[src/rtl/useq_pkg.sv]
package useq_pkg;
  typedef enum logic [1:0] {
    SEL_INC = 2'b00,
    SEL_BR  = 2'b01,
    SEL_MAP = 2'b10,
    SEL_VEC = 2'b11
  } nsel_e;
endpackage

[src/rtl/useq_stack.sv]
module useq_stack #(
  parameter int AW    = 6,
  parameter int DEPTH = 6,
  localparam int SPW  = $clog2(DEPTH + 1)
) (
  input  logic          clk,
  input  logic          rst,
  input  logic          push,
  input  logic          pop,
  input  logic          peek,
  input  logic [AW-1:0] push_val,
  output logic [AW-1:0] top,
  output logic          empty,
  output logic          full,
  output logic          err
);
  logic [AW-1:0]  mem [DEPTH];
  logic [SPW-1:0] sp_q;
  logic           err_q;
  logic           do_push, do_pop;

  assign empty   = (sp_q == '0);
  assign full    = (sp_q == SPW'(DEPTH));
  assign do_push = push && !full;
  assign do_pop  = pop && !empty;
  assign top     = empty ? '0 : mem[sp_q - SPW'(1)];
  assign err     = err_q;

  // storage without reset so it maps onto plain memory
  always_ff @(posedge clk) begin
    if (do_push) mem[sp_q] <= push_val;
  end

  always_ff @(posedge clk) begin
    if (rst) begin
      sp_q  <= '0;
      err_q <= 1'b0;
    end else begin
      if (do_push)      sp_q <= sp_q + SPW'(1);
      else if (do_pop)  sp_q <= sp_q - SPW'(1);
      if ((push && full) || ((pop || peek) && empty)) err_q <= 1'b1;
    end
  end


  ovf_keep_chk: assert property (@(posedge clk) disable iff (rst)
    (push && full) |=> (sp_q == $past(sp_q)) && err_q);

  udf_err_chk: assert property (@(posedge clk) disable iff (rst)
    (pop && empty) |=> err_q);

  err_sticky_chk: assert property (@(posedge clk) disable iff (rst)
    err_q |=> err_q);

  depth_bound_chk: assert property (@(posedge clk) disable iff (rst)
    sp_q <= SPW'(DEPTH));
endmodule

[src/rtl/useq_loopcnt.sv]
module useq_loopcnt #(
  parameter int CNTW = 4
) (
  input  logic            clk,
  input  logic            rst,
  input  logic            load,
  input  logic [CNTW-1:0] load_val,
  input  logic            dec,
  output logic            zero
);
  logic [CNTW-1:0] cnt_q;

  assign zero = (cnt_q == '0);

  always_ff @(posedge clk) begin
    if (rst)                 cnt_q <= '0;
    else if (load)           cnt_q <= load_val;
    else if (dec && !zero)   cnt_q <= cnt_q - CNTW'(1);
  end


  cnt_dec_chk: assert property (@(posedge clk) disable iff (rst)
    (dec && !load && !zero) |=> cnt_q == $past(cnt_q) - CNTW'(1));

  cnt_load_chk: assert property (@(posedge clk) disable iff (rst)
    load |=> cnt_q == $past(load_val));
endmodule

[src/rtl/useq_nextaddr.sv]
module useq_nextaddr
  import useq_pkg::*;
#(
  parameter int AW       = 6,
  parameter int OPW      = 3,
  parameter int MAP_BASE = 8,
  parameter int VEC_ADDR = 60
) (
  input  nsel_e          sel,
  input  logic [AW-1:0]  br,
  input  logic [OPW-1:0] opcode,
  input  logic [AW-1:0]  upc,
  input  logic [AW-1:0]  top,
  input  logic           empty,
  input  logic           cnt_zero,
  input  logic           irq,
  input  logic           take,
  input  logic           f_push,
  input  logic           f_pop,
  input  logic           f_loop,
  input  logic           f_ldcnt,
  output logic [AW-1:0]  y,
  output logic           push_o,
  output logic           pop_o,
  output logic           peek_o,
  output logic           dec_o,
  output logic           ld_o
);
  logic          active;
  logic [AW-1:0] inc;

  assign active = !irq && take;
  assign inc    = upc + AW'(1);

  // pop wins over loop, both win over push
  assign pop_o  = active && (f_pop || (f_loop && cnt_zero));
  assign peek_o = active && !f_pop && f_loop && !cnt_zero;
  assign dec_o  = peek_o && !empty;
  assign push_o = active && f_push && !f_pop && !f_loop;
  assign ld_o   = active && f_ldcnt;

  always_comb begin
    if (irq)                  y = AW'(VEC_ADDR);
    else if (!take)           y = inc;
    else if (f_pop)           y = empty ? inc : top;
    else if (f_loop)          y = (empty || cnt_zero) ? inc : top;
    else begin
      unique case (sel)
        SEL_INC: y = inc;
        SEL_BR:  y = br;
        SEL_MAP: y = AW'(MAP_BASE) + AW'(opcode);
        SEL_VEC: y = AW'(VEC_ADDR);
        default: y = inc;
      endcase
    end
  end
endmodule

[src/rtl/useq_top.sv]
module useq_top
  import useq_pkg::*;
#(
  parameter int AW       = 6,
  parameter int CW       = 4,
  parameter int OPW      = 3,
  parameter int CNTW     = 4,
  parameter int DEPTH    = 6,
  parameter int MAP_BASE = 8,
  parameter int VEC_ADDR = 60,
  localparam int MW      = AW + 10 + CW
) (
  input  logic           clk,
  input  logic           rst,
  input  logic           irq,
  input  logic [OPW-1:0] opcode,
  input  logic [3:0]     alu_flags,
  input  logic [MW-1:0]  mword,
  output logic [AW-1:0]  uaddr,
  output logic [AW-1:0]  cur_addr,
  output logic [CW-1:0]  ctrl_out,
  output logic           stk_err
);
  localparam int B_SEL  = AW;
  localparam int B_CEN  = AW + 2;
  localparam int B_CSEL = AW + 3;
  localparam int B_CINV = AW + 5;
  localparam int B_PUSH = AW + 6;
  localparam int B_POP  = AW + 7;
  localparam int B_LOOP = AW + 8;
  localparam int B_LD   = AW + 9;
  localparam int B_CTRL = AW + 10;
  // reset leaves an unconditional jump to address 0 in the pipeline
  localparam logic [MW-1:0] RST_WORD = MW'(SEL_BR) << B_SEL;

  logic [MW-1:0] pipe_q;
  logic [AW-1:0] upc_q;
  logic [3:0]    stat_q;

  logic [AW-1:0] f_br;
  nsel_e         f_sel;
  logic          f_cen, f_cinv, f_push, f_pop, f_loop, f_ld;
  logic [1:0]    f_csel;
  logic          take;

  assign f_br   = pipe_q[AW-1:0];
  assign f_sel  = nsel_e'(pipe_q[B_SEL +: 2]);
  assign f_cen  = pipe_q[B_CEN];
  assign f_csel = pipe_q[B_CSEL +: 2];
  assign f_cinv = pipe_q[B_CINV];
  assign f_push = pipe_q[B_PUSH];
  assign f_pop  = pipe_q[B_POP];
  assign f_loop = pipe_q[B_LOOP];
  assign f_ld   = pipe_q[B_LD];
  assign take   = !f_cen || (stat_q[f_csel] ^ f_cinv);

  logic [AW-1:0] top;
  logic          empty, full, cnt_zero;
  logic          push_r, pop_r, peek_r, dec_r, ld_r;
  logic [AW-1:0] y;

  useq_nextaddr #(
    .AW(AW), .OPW(OPW), .MAP_BASE(MAP_BASE), .VEC_ADDR(VEC_ADDR)
  ) u_next (
    .sel(f_sel), .br(f_br), .opcode(opcode), .upc(upc_q), .top(top),
    .empty(empty), .cnt_zero(cnt_zero), .irq(irq), .take(take),
    .f_push(f_push), .f_pop(f_pop), .f_loop(f_loop), .f_ldcnt(f_ld),
    .y(y), .push_o(push_r), .pop_o(pop_r), .peek_o(peek_r),
    .dec_o(dec_r), .ld_o(ld_r)
  );

  useq_stack #(.AW(AW), .DEPTH(DEPTH)) u_stack (
    .clk(clk), .rst(rst), .push(push_r), .pop(pop_r), .peek(peek_r),
    .push_val(upc_q + AW'(1)), .top(top), .empty(empty), .full(full),
    .err(stk_err)
  );

  useq_loopcnt #(.CNTW(CNTW)) u_cnt (
    .clk(clk), .rst(rst), .load(ld_r), .load_val(f_br[CNTW-1:0]),
    .dec(dec_r), .zero(cnt_zero)
  );

  always_ff @(posedge clk) begin
    if (rst) begin
      pipe_q <= RST_WORD;
      upc_q  <= '0;
      stat_q <= '0;
    end else begin
      pipe_q <= mword;
      upc_q  <= y;
      stat_q <= alu_flags;
    end
  end

  assign uaddr    = y;
  assign cur_addr = upc_q;
  assign ctrl_out = pipe_q[B_CTRL +: CW];


  pipe_load_chk: assert property (@(posedge clk) disable iff (rst)
    1'b1 |=> pipe_q == $past(mword));

  upc_follow_chk: assert property (@(posedge clk) disable iff (rst)
    1'b1 |=> upc_q == $past(uaddr));

  status_lag_chk: assert property (@(posedge clk) disable iff (rst)
    1'b1 |=> stat_q == $past(alu_flags));

  irq_vec_chk: assert property (@(posedge clk) disable iff (rst)
    irq |-> uaddr == AW'(VEC_ADDR));
endmodule

[config.mk]
export PLATFORM = sky130hd
export DESIGN_NAME = useq_top
export DESIGN_NICKNAME = d
export VERILOG_FILES = /design/src/rtl/useq_pkg.sv /design/src/rtl/useq_stack.sv /design/src/rtl/useq_loopcnt.sv /design/src/rtl/useq_nextaddr.sv /design/src/rtl/useq_top.sv
export SDC_FILE = /design/constraint.sdc
export NUM_CORES = 1
export LEC_CHECK = 0
export BUFFER_PORTS_ARGS = -buffer_cell sky130_fd_sc_hd__buf_2
export CAP_MARGIN = 0
export CORE_ASPECT_RATIO = 1.1
export CORE_UTILIZATION = 40
export CTS_CLUSTER_DIAMETER = 80
export CTS_CLUSTER_SIZE = 28
export DETAILED_ROUTE_END_ITERATION = 8
export PLACE_DENSITY = 0.72
export SLEW_MARGIN = 20
export SYNTH_ARGS = -nofsm -noshare
export SYNTH_HDL_FRONTEND = slang
export SYNTH_SLANG_ARGS = --single-unit
[constraint.sdc]
create_clock -name clk -period 3 [get_ports clk]
set_clock_uncertainty 0.05 [all_clocks]
set_input_delay 0.45 -clock clk [delete_from_list [all_inputs] [get_ports clk]]
set_output_delay 0.45 -clock clk [all_outputs]
set_load 0.05 [all_outputs]
==> reports/metrics.yaml, run 1 <==
status: "finished, final reports clean"
diodes: 0
synth-simple-area-share: 0.1531
worst_setup_path_end_kind: "output pin"
drv_slew: 0
clockBufferDepth: 2
worstPathArrival_ps: 2430
dieArea_um2: 8619
cap_violations: 0
start_kind: "register"
layout_commonest_cell: "buf_2"
yosys_warnings: 0
drc: 0
tritoncts: "built"
track_usage: 0.1814
clk_latency_ps: 360
antenna_found_initial: 0
dp_hpwl_mm: 5.143
ys.flop_type: "dfxtp_1"
slew_headroom: 0.4950
ctsHoldBuffers: 0
p_per_area_nw_per_um2: 570.4
cts_root_buf: "clkbuf_8"
grt_max_degree: 43
die_w_um: 88.61
synthXorXnorAreaFrac: 0.01820
first_iter_violations: 165
grt_pass1_wl_mm: 11.63
final_area_um2: 4009
ant_nets: 0
tightest_slew_ps: 752.1
min_path_type: "in -> reg"
synthesis.area_um2: 3301
place_ws_ps: 220.1
vdd_drop_max_v: 0.0003843
fp.dieH_um: 97.27
via_per_inst: 5.253
critical_path.max_fanout: 5
synth_seq_cells: 74
cts.sinks: 74
fmax_ghz: 0.3411
vias: 2327
synthCells: 273
synth-compound-area-share: 0.1046
holdWs_ps: 227.3
hold_violations: 0
nNetsFinal: 366
area_delta_synth_final_pct: 21.46
gp_congestion: 0.8162
dr.pass1.iters: 4
io_pins: 47
dpl_cell_area_um2: 3687
synth_adder_area_share: 0.02274
async_flop_share: 0
synth.avg_cell_area_um2: 12.09
crit_type: "reg -> out"
portBuffers: 46
rows: 34
synth_top_family_by_area: "simple AND/OR/NAND/NOR gates"
clk_pin_slew_ps: 80
fin_crit_sh: 0.9773
wire_per_inst_um: 15.93
place_inst: 424
required_ps: 2500
setup_slack_ps: 67.95
drive_gt1_frac: 0.3612
fin_cells: 443
finalSetupViolCount: 0
synthDistinctLibCells: 53
gr-total-overflow: 0
grt_pass1_vias: 2314
htreeDepth: 3
layout_common_cells: "buf_2 (42), edfxtp_1 (36), dfxtp_1 (35)"
synth_edf_count: 36
leakagePower_nw: 1.540
syn_nets: 309
core_um2: 7955
rsz0062_at_grt: "true"
numCtsBuffers: 9
synthMuxAreaShare: 0.1061
wl_mm: 7.057
fin_crit_ps: 2932
ys_seq_area_frac: 0.5580
start_util: 0.4149
==> routing by layer <==
| layer | GRT usage | vias to the layer above | routed length (um) |
|---|---|---|---|
| met2 | 0.2899 | 84 | 3509 |
| li1 | - | 1114 | - |
| met5 | 0 | - | 0 |
| met1 | 0.2294 | 1112 | 2929 |
| met3 | 0.04588 | 17 | 394 |
| met4 | 0.07940 | 0 | 223 |
==> metrics by stage <==
step | setup TNS, ps | total power (W) | util
3_3_place_gp | 0 | 0.001473 | 0.4635
4_1_cts | 0 | 0.002288 | 0.4967
3_5_place_dp | 0 | 0.001480 | 0.4635
5_1_grt | -23.67 | 0.002380 | 0.5039
2_1_floorplan | 0 | 0.001386 | -
6_report | 0 | 0.002286 | 0.5039
==> what timing repair did <==
action	CTS	global route
setup buffers	2	1
pin swaps	3	4
endpoints found under the setup margin	6	6
resized for setup	12	15
cloned	0	0
==> sequential cells by signal, indices dropped and copies added (netlist names) <==
register	flops
u_stack.mem	36
u_cnt.cnt_q	4
u_stack.err	1
pipe_q	20
cur_addr	6
u_stack.sp_q	3
stat_q	4
==> area by class of cell <==
class / count / area (um^2)
clock buffer: 9 / 123.9
clock inverter: 7 / 83.83
fill: 712 / 3946
inverter: 11 / 41.29
multi-input combinational: 172 / 1404
sequential: 74 / 1846
tap: 108 / 135.1
timing repair buffer: 62 / 375.4
==> worst max-delay path, cell delays in order (launching register included) <==
cell and delay, ps:
dfxtp_1 350, inv_1 110, ha_1 290, xnor2_4 280, mux2i_1 320, o22ai_1 150, a22o_2 240, and2_1 170
buf_4 190
==> power breakdown <==
part	internal, W	switching (W)	total, W
combinational	0.000144	0.000215	0.000359
clock	0.000400	0.000403	0.000803
sequential	0.00110	0.0000280	0.00112
total	0.00164	0.000646	0.00229
==> cells by family after synthesis <==
kind of cell,count (synthesis)
AO/OA/AOI/OAI,49
buffers and inverters,27
adder cells (fa/ha/maj),6
multiplexers,26
flip-flops,74
AND/OR/NAND/NOR,85
XOR/XNOR,6
==> path summary, 6_finish.rpt <==
check                                endpoint  cells past startpoint                          from  slack (ps)
setup / recovery                     uaddr[0]                      8  u_stack.sp_q[0]$_SDFFE_PP0P_          70
setup reg to reg  u_stack.mem[2][3]$_DFFE_PP_                      6         pipe_q[10]$_SDFF_PP0_         580
hold reg to reg      u_stack.err$_SDFFE_PP0P_                      1      u_stack.err$_SDFFE_PP0P_         430
hold / removal           pipe_q[6]$_SDFF_PP1_                      2                      mword[6]         230
==> cells in the mapped netlist, types with 2 or more instances <==
library cell	number	area, um^2
a21oi_1	11	55.05
a22oi_1	5	37.54
a31oi_1	3	18.77
and3_1	3	18.77
and3b_1	2	17.52
buf_2	4	20.02
buf_4	4	30.03
clkbuf_1	7	26.28
dfxtp_1	38	760.7
edfxtp_1	36	1081
ha_1	6	75.07
inv_1	11	41.29
mux2_2	8	90.09
mux2i_1	11	110.1
mux4_2	6	135.1
nand2_1	7	26.28
nand2b_1	6	37.54
nand3_1	8	40.04
nor2_1	12	45.04
nor2b_1	26	162.7
nor3_1	7	35.03
nor3b_1	2	15.01
o211ai_1	3	22.52
o21a_1	2	15.01
o21ai_0	4	20.02
o22ai_1	5	31.28
o2bb2ai_1	2	17.52
o32ai_1	4	35.03
or2_2	2	12.51
or3_1	2	12.51
xnor2_1	4	35.03
(Power assumes the default switching activity.)
==> inputs of run 2 (changes only) <==
--- a/config.mk
+++ b/config.mk
@@ -5,6 +5,7 @@
 export SDC_FILE = /design/constraint.sdc
 export NUM_CORES = 1
 export LEC_CHECK = 0
+export ABC_AREA = 1
 export BUFFER_PORTS_ARGS = -buffer_cell sky130_fd_sc_hd__buf_2
 export CAP_MARGIN = 0
 export CORE_ASPECT_RATIO = 1.1
@@ -12,8 +13,8 @@
 export CTS_CLUSTER_DIAMETER = 80
 export CTS_CLUSTER_SIZE = 28
 export DETAILED_ROUTE_END_ITERATION = 8
+export GPL_TIMING_DRIVEN = 0
 export PLACE_DENSITY = 0.72
-export SLEW_MARGIN = 20
 export SYNTH_ARGS = -nofsm -noshare
 export SYNTH_HDL_FRONTEND = slang
 export SYNTH_SLANG_ARGS = --single-unit
==> run 2 against run 1 <==
Worst hold slack improved by 5.7 ps. Via count grew 18%. Utilization fell by 1.3 points. Critical endpoint unchanged. Largest power group unchanged.
==> reports/metrics.yaml, run 2 <==
switchingPower_w: 0.0007527
grt_pass1_vias: 2689
diodes: 0
numCtsBuffers: 9
synth.avg_cell_area_um2: 8.802
synth_largest_area_cell: "edfxtp_1"
start_kind: "register"
tightest_slew_ps: 644.3
yosys_warnings: 0
dr.pass1.iters: 4
layout_commonest_cell: "nor2_1"
hold_violations: 0
synthCells: 404
ys_seq_area_frac: 0.5179
synthDistinctLibCells: 43
wire_per_inst_um: 12.69
vias: 2736
grt_pass1_wl_mm: 12.61
required_ps: 2500
gp_congestion: 0.8983
hold_depth: 2
portBuffers: 45
rows: 35
min_path_type: "in -> reg"
ys.flop_type: "dfxtp_1"
tritoncts: "built"
hold_start: "mword[6]"
die_w_um: 91.90
drv_slew: 0
hold_path_end: "pipe_q[6]$_SDFF_PP1_"
synth_top_area_share: 0.3040
cap_violations: 0
ff2ff_path_depth: 10
p_per_area_nw_per_um2: 578.3
async_flop_share: 0
regMostFlops: "u_stack.mem"
fin_crit_ps: 2847
cts_root_buf: "clkbuf_8"
vdd_drop_max_v: 0.0003711
layout_common_cells: "nor2_1 (72), nand2_1 (70), inv_1 (52)"
comb_power_share: 0.196
start_util: 0.4186
critical_path.max_fanout: 13
dieArea_um2: 9271
via_per_inst: 4.742
yosys-top-cells-count: "nor2_1 (72), nand2_1 (70), inv_1 (52)"
fmax_ghz: 0.3513
fp.dieH_um: 100.9
syn_nets: 440
p_clk_frac: 0.337
wl_mm: 7.325
worstPathArrival_ps: 2350
clk_latency_ps: 340
gr-total-overflow: 0
htreeDepth: 3
core_um2: 8496
ant_nets: 0
clockBufferDepth: 2
setup_slack_ps: 153.1
finalSetupViolCount: 0
drc: 0
seq_power_share: 0.467
slew_headroom: 0.5690
clk_pin_slew_ps: 80
nNetsFinal: 497
worst_setup_path_end_kind: "output pin"
synthesis.area_um2: 3556
io_pins: 47
cts.sinks: 74
drive_gt1_frac: 0.2425
internal_power_w: 0.001658
track_usage: 0.1728
first_iter_violations: 117
grt_max_degree: 16
place_ws_ps: 129.5
fin_crit_sh: 0.9490
p_sw_frac: 0.3123
status: "finished, final reports clean"
synth_edf_count: 36
dp_hpwl_mm: 5.495
r2r_end: "u_stack.mem[1][4]$_DFFE_PP_"
setup_tns_ps: 0
synth.most_common_cell: "nor2_1"
synth_area_leaders: "edfxtp_1 (30%), dfxtp_1 (21%), nor2_1 (7.6%)"
regToRegSetupSlack_ps: 920
area_delta_synth_final_pct: 17.21
largest_register_ffs: 36
synth_seq_cells: 74
antenna_found_initial: 0
r2r-start: "pipe_q[9]$_SDFF_PP0_"
leakagePower_nw: 1.884
crit_type: "reg -> out"
-- run 2: cell count changes in the layout (fill, tap and decap cells not counted), moves of 7 or more --
cell	change
mux2i_1	-8
nor2_1	+61
inv_1	+44
nand3_1	+17
o21ai_0	+11
mux2_2	-8
nand2_1	+63
nor3_1	-7
nor2b_1	-26
-- run 2: worst max path at each step --
stage                                             from  endpoint  slack (ps)  cells after the start
after floorplan           u_stack.sp_q[0]$_SDFFE_PP0P_  uaddr[0]         520                     12
after global placement    u_stack.sp_q[0]$_SDFFE_PP0P_  uaddr[0]         190                     13
after detailed placement  u_stack.sp_q[0]$_SDFFE_PP0P_  uaddr[1]         130                     14
after CTS                 u_stack.sp_q[0]$_SDFFE_PP0P_  uaddr[0]           1                     12
after global routing      u_stack.sp_q[0]$_SDFFE_PP0P_  uaddr[0]          -1                     12
final                     u_stack.sp_q[0]$_SDFFE_PP0P_  uaddr[0]         150                     12
-- run 2: power by group through the flow --
stage               clock, W  combinational [W]  sequential, W
floorplan                  0           0.000313        0.00118
global placement           0           0.000448        0.00115
detailed placement         0           0.000456        0.00115
CTS                 0.000827           0.000465        0.00113
global route        0.000863           0.000523        0.00113
finish              0.000811           0.000472        0.00113
-- run 2: what timing repair did --
item | in CTS | in global routing
endpoints found under the setup margin | 6 | 6
hold buffers | 0 | 0
buffers inserted | 0 | 2
gates resized for setup | 6 | 7
cloned | 0 | 0
pin swaps | 0 | 2
-- run 2: cells by family after synthesis --
group / Yosys count / share of synthesized area
adders and majority gates: 6 / 0.02111
buffers and inverters: 75 / 0.09536
DFF: 74 / 0.5179
muxes: 1 / 0.002815
xor gates and xnor gates: 8 / 0.02498
and+or+nand+nor: 194 / 0.2572
AOI/OAI and AO/OA: 46 / 0.08058
-- run 2: cell type report --
class | count | area (um^2)
Tap cell | 111 | 138.9
Sequential cell | 74 | 1844
Clock buffer | 9 | 123.9
Buffer | 14 | 108.9
Fill cell | 827 | 4328
Inverter | 60 | 237.7
Clock inverter | 7 | 85.08
Timing Repair Buffer | 47 | 254.0
Multi-Input combinational cell | 255 | 1375
-- run 2: routing by layer --
| metal | vias up | track usage | routed length [um] |
|---|---|---|---|
| met4 | 0 | 0.06611 | 108 |
| met2 | 88 | 0.3100 | 3697 |
| met5 | - | 0 | 0 |
| li1 | 1401 | - | - |
| met3 | 13 | 0.02790 | 300 |
| met1 | 1234 | 0.2078 | 3219 |
-- run 2: stage by stage --
stage | instance area, um^2 | utilization | hold slack, ps | std cells | power (W)
2_1_floorplan | 3556 | - | 473.5 | 404 | 0.001489
3_3_place_gp | 3920 | 0.4614 | 494.7 | 560 | 0.001596
3_5_place_dp | 3920 | 0.4614 | 502.8 | 560 | 0.001606
4_1_cts | 4139 | 0.4872 | 224.4 | 575 | 0.002418
5_1_grt | 4168 | 0.4906 | 241.5 | 577 | 0.002516
6_report | 4168 | 0.4906 | 232.9 | 577 | 0.002410
-- run 2: critical path: stages, from the launching register on --
cell and delay [ps]:
dfxtp_2 340, buf_6 120, inv_6 60, ha_1 290, buf_4 190, inv_6 90, o21ai_0 90, o211ai_1 240
nand3_1 130, nand3_1 110, nand3_1 110, inv_1 90, buf_6 150
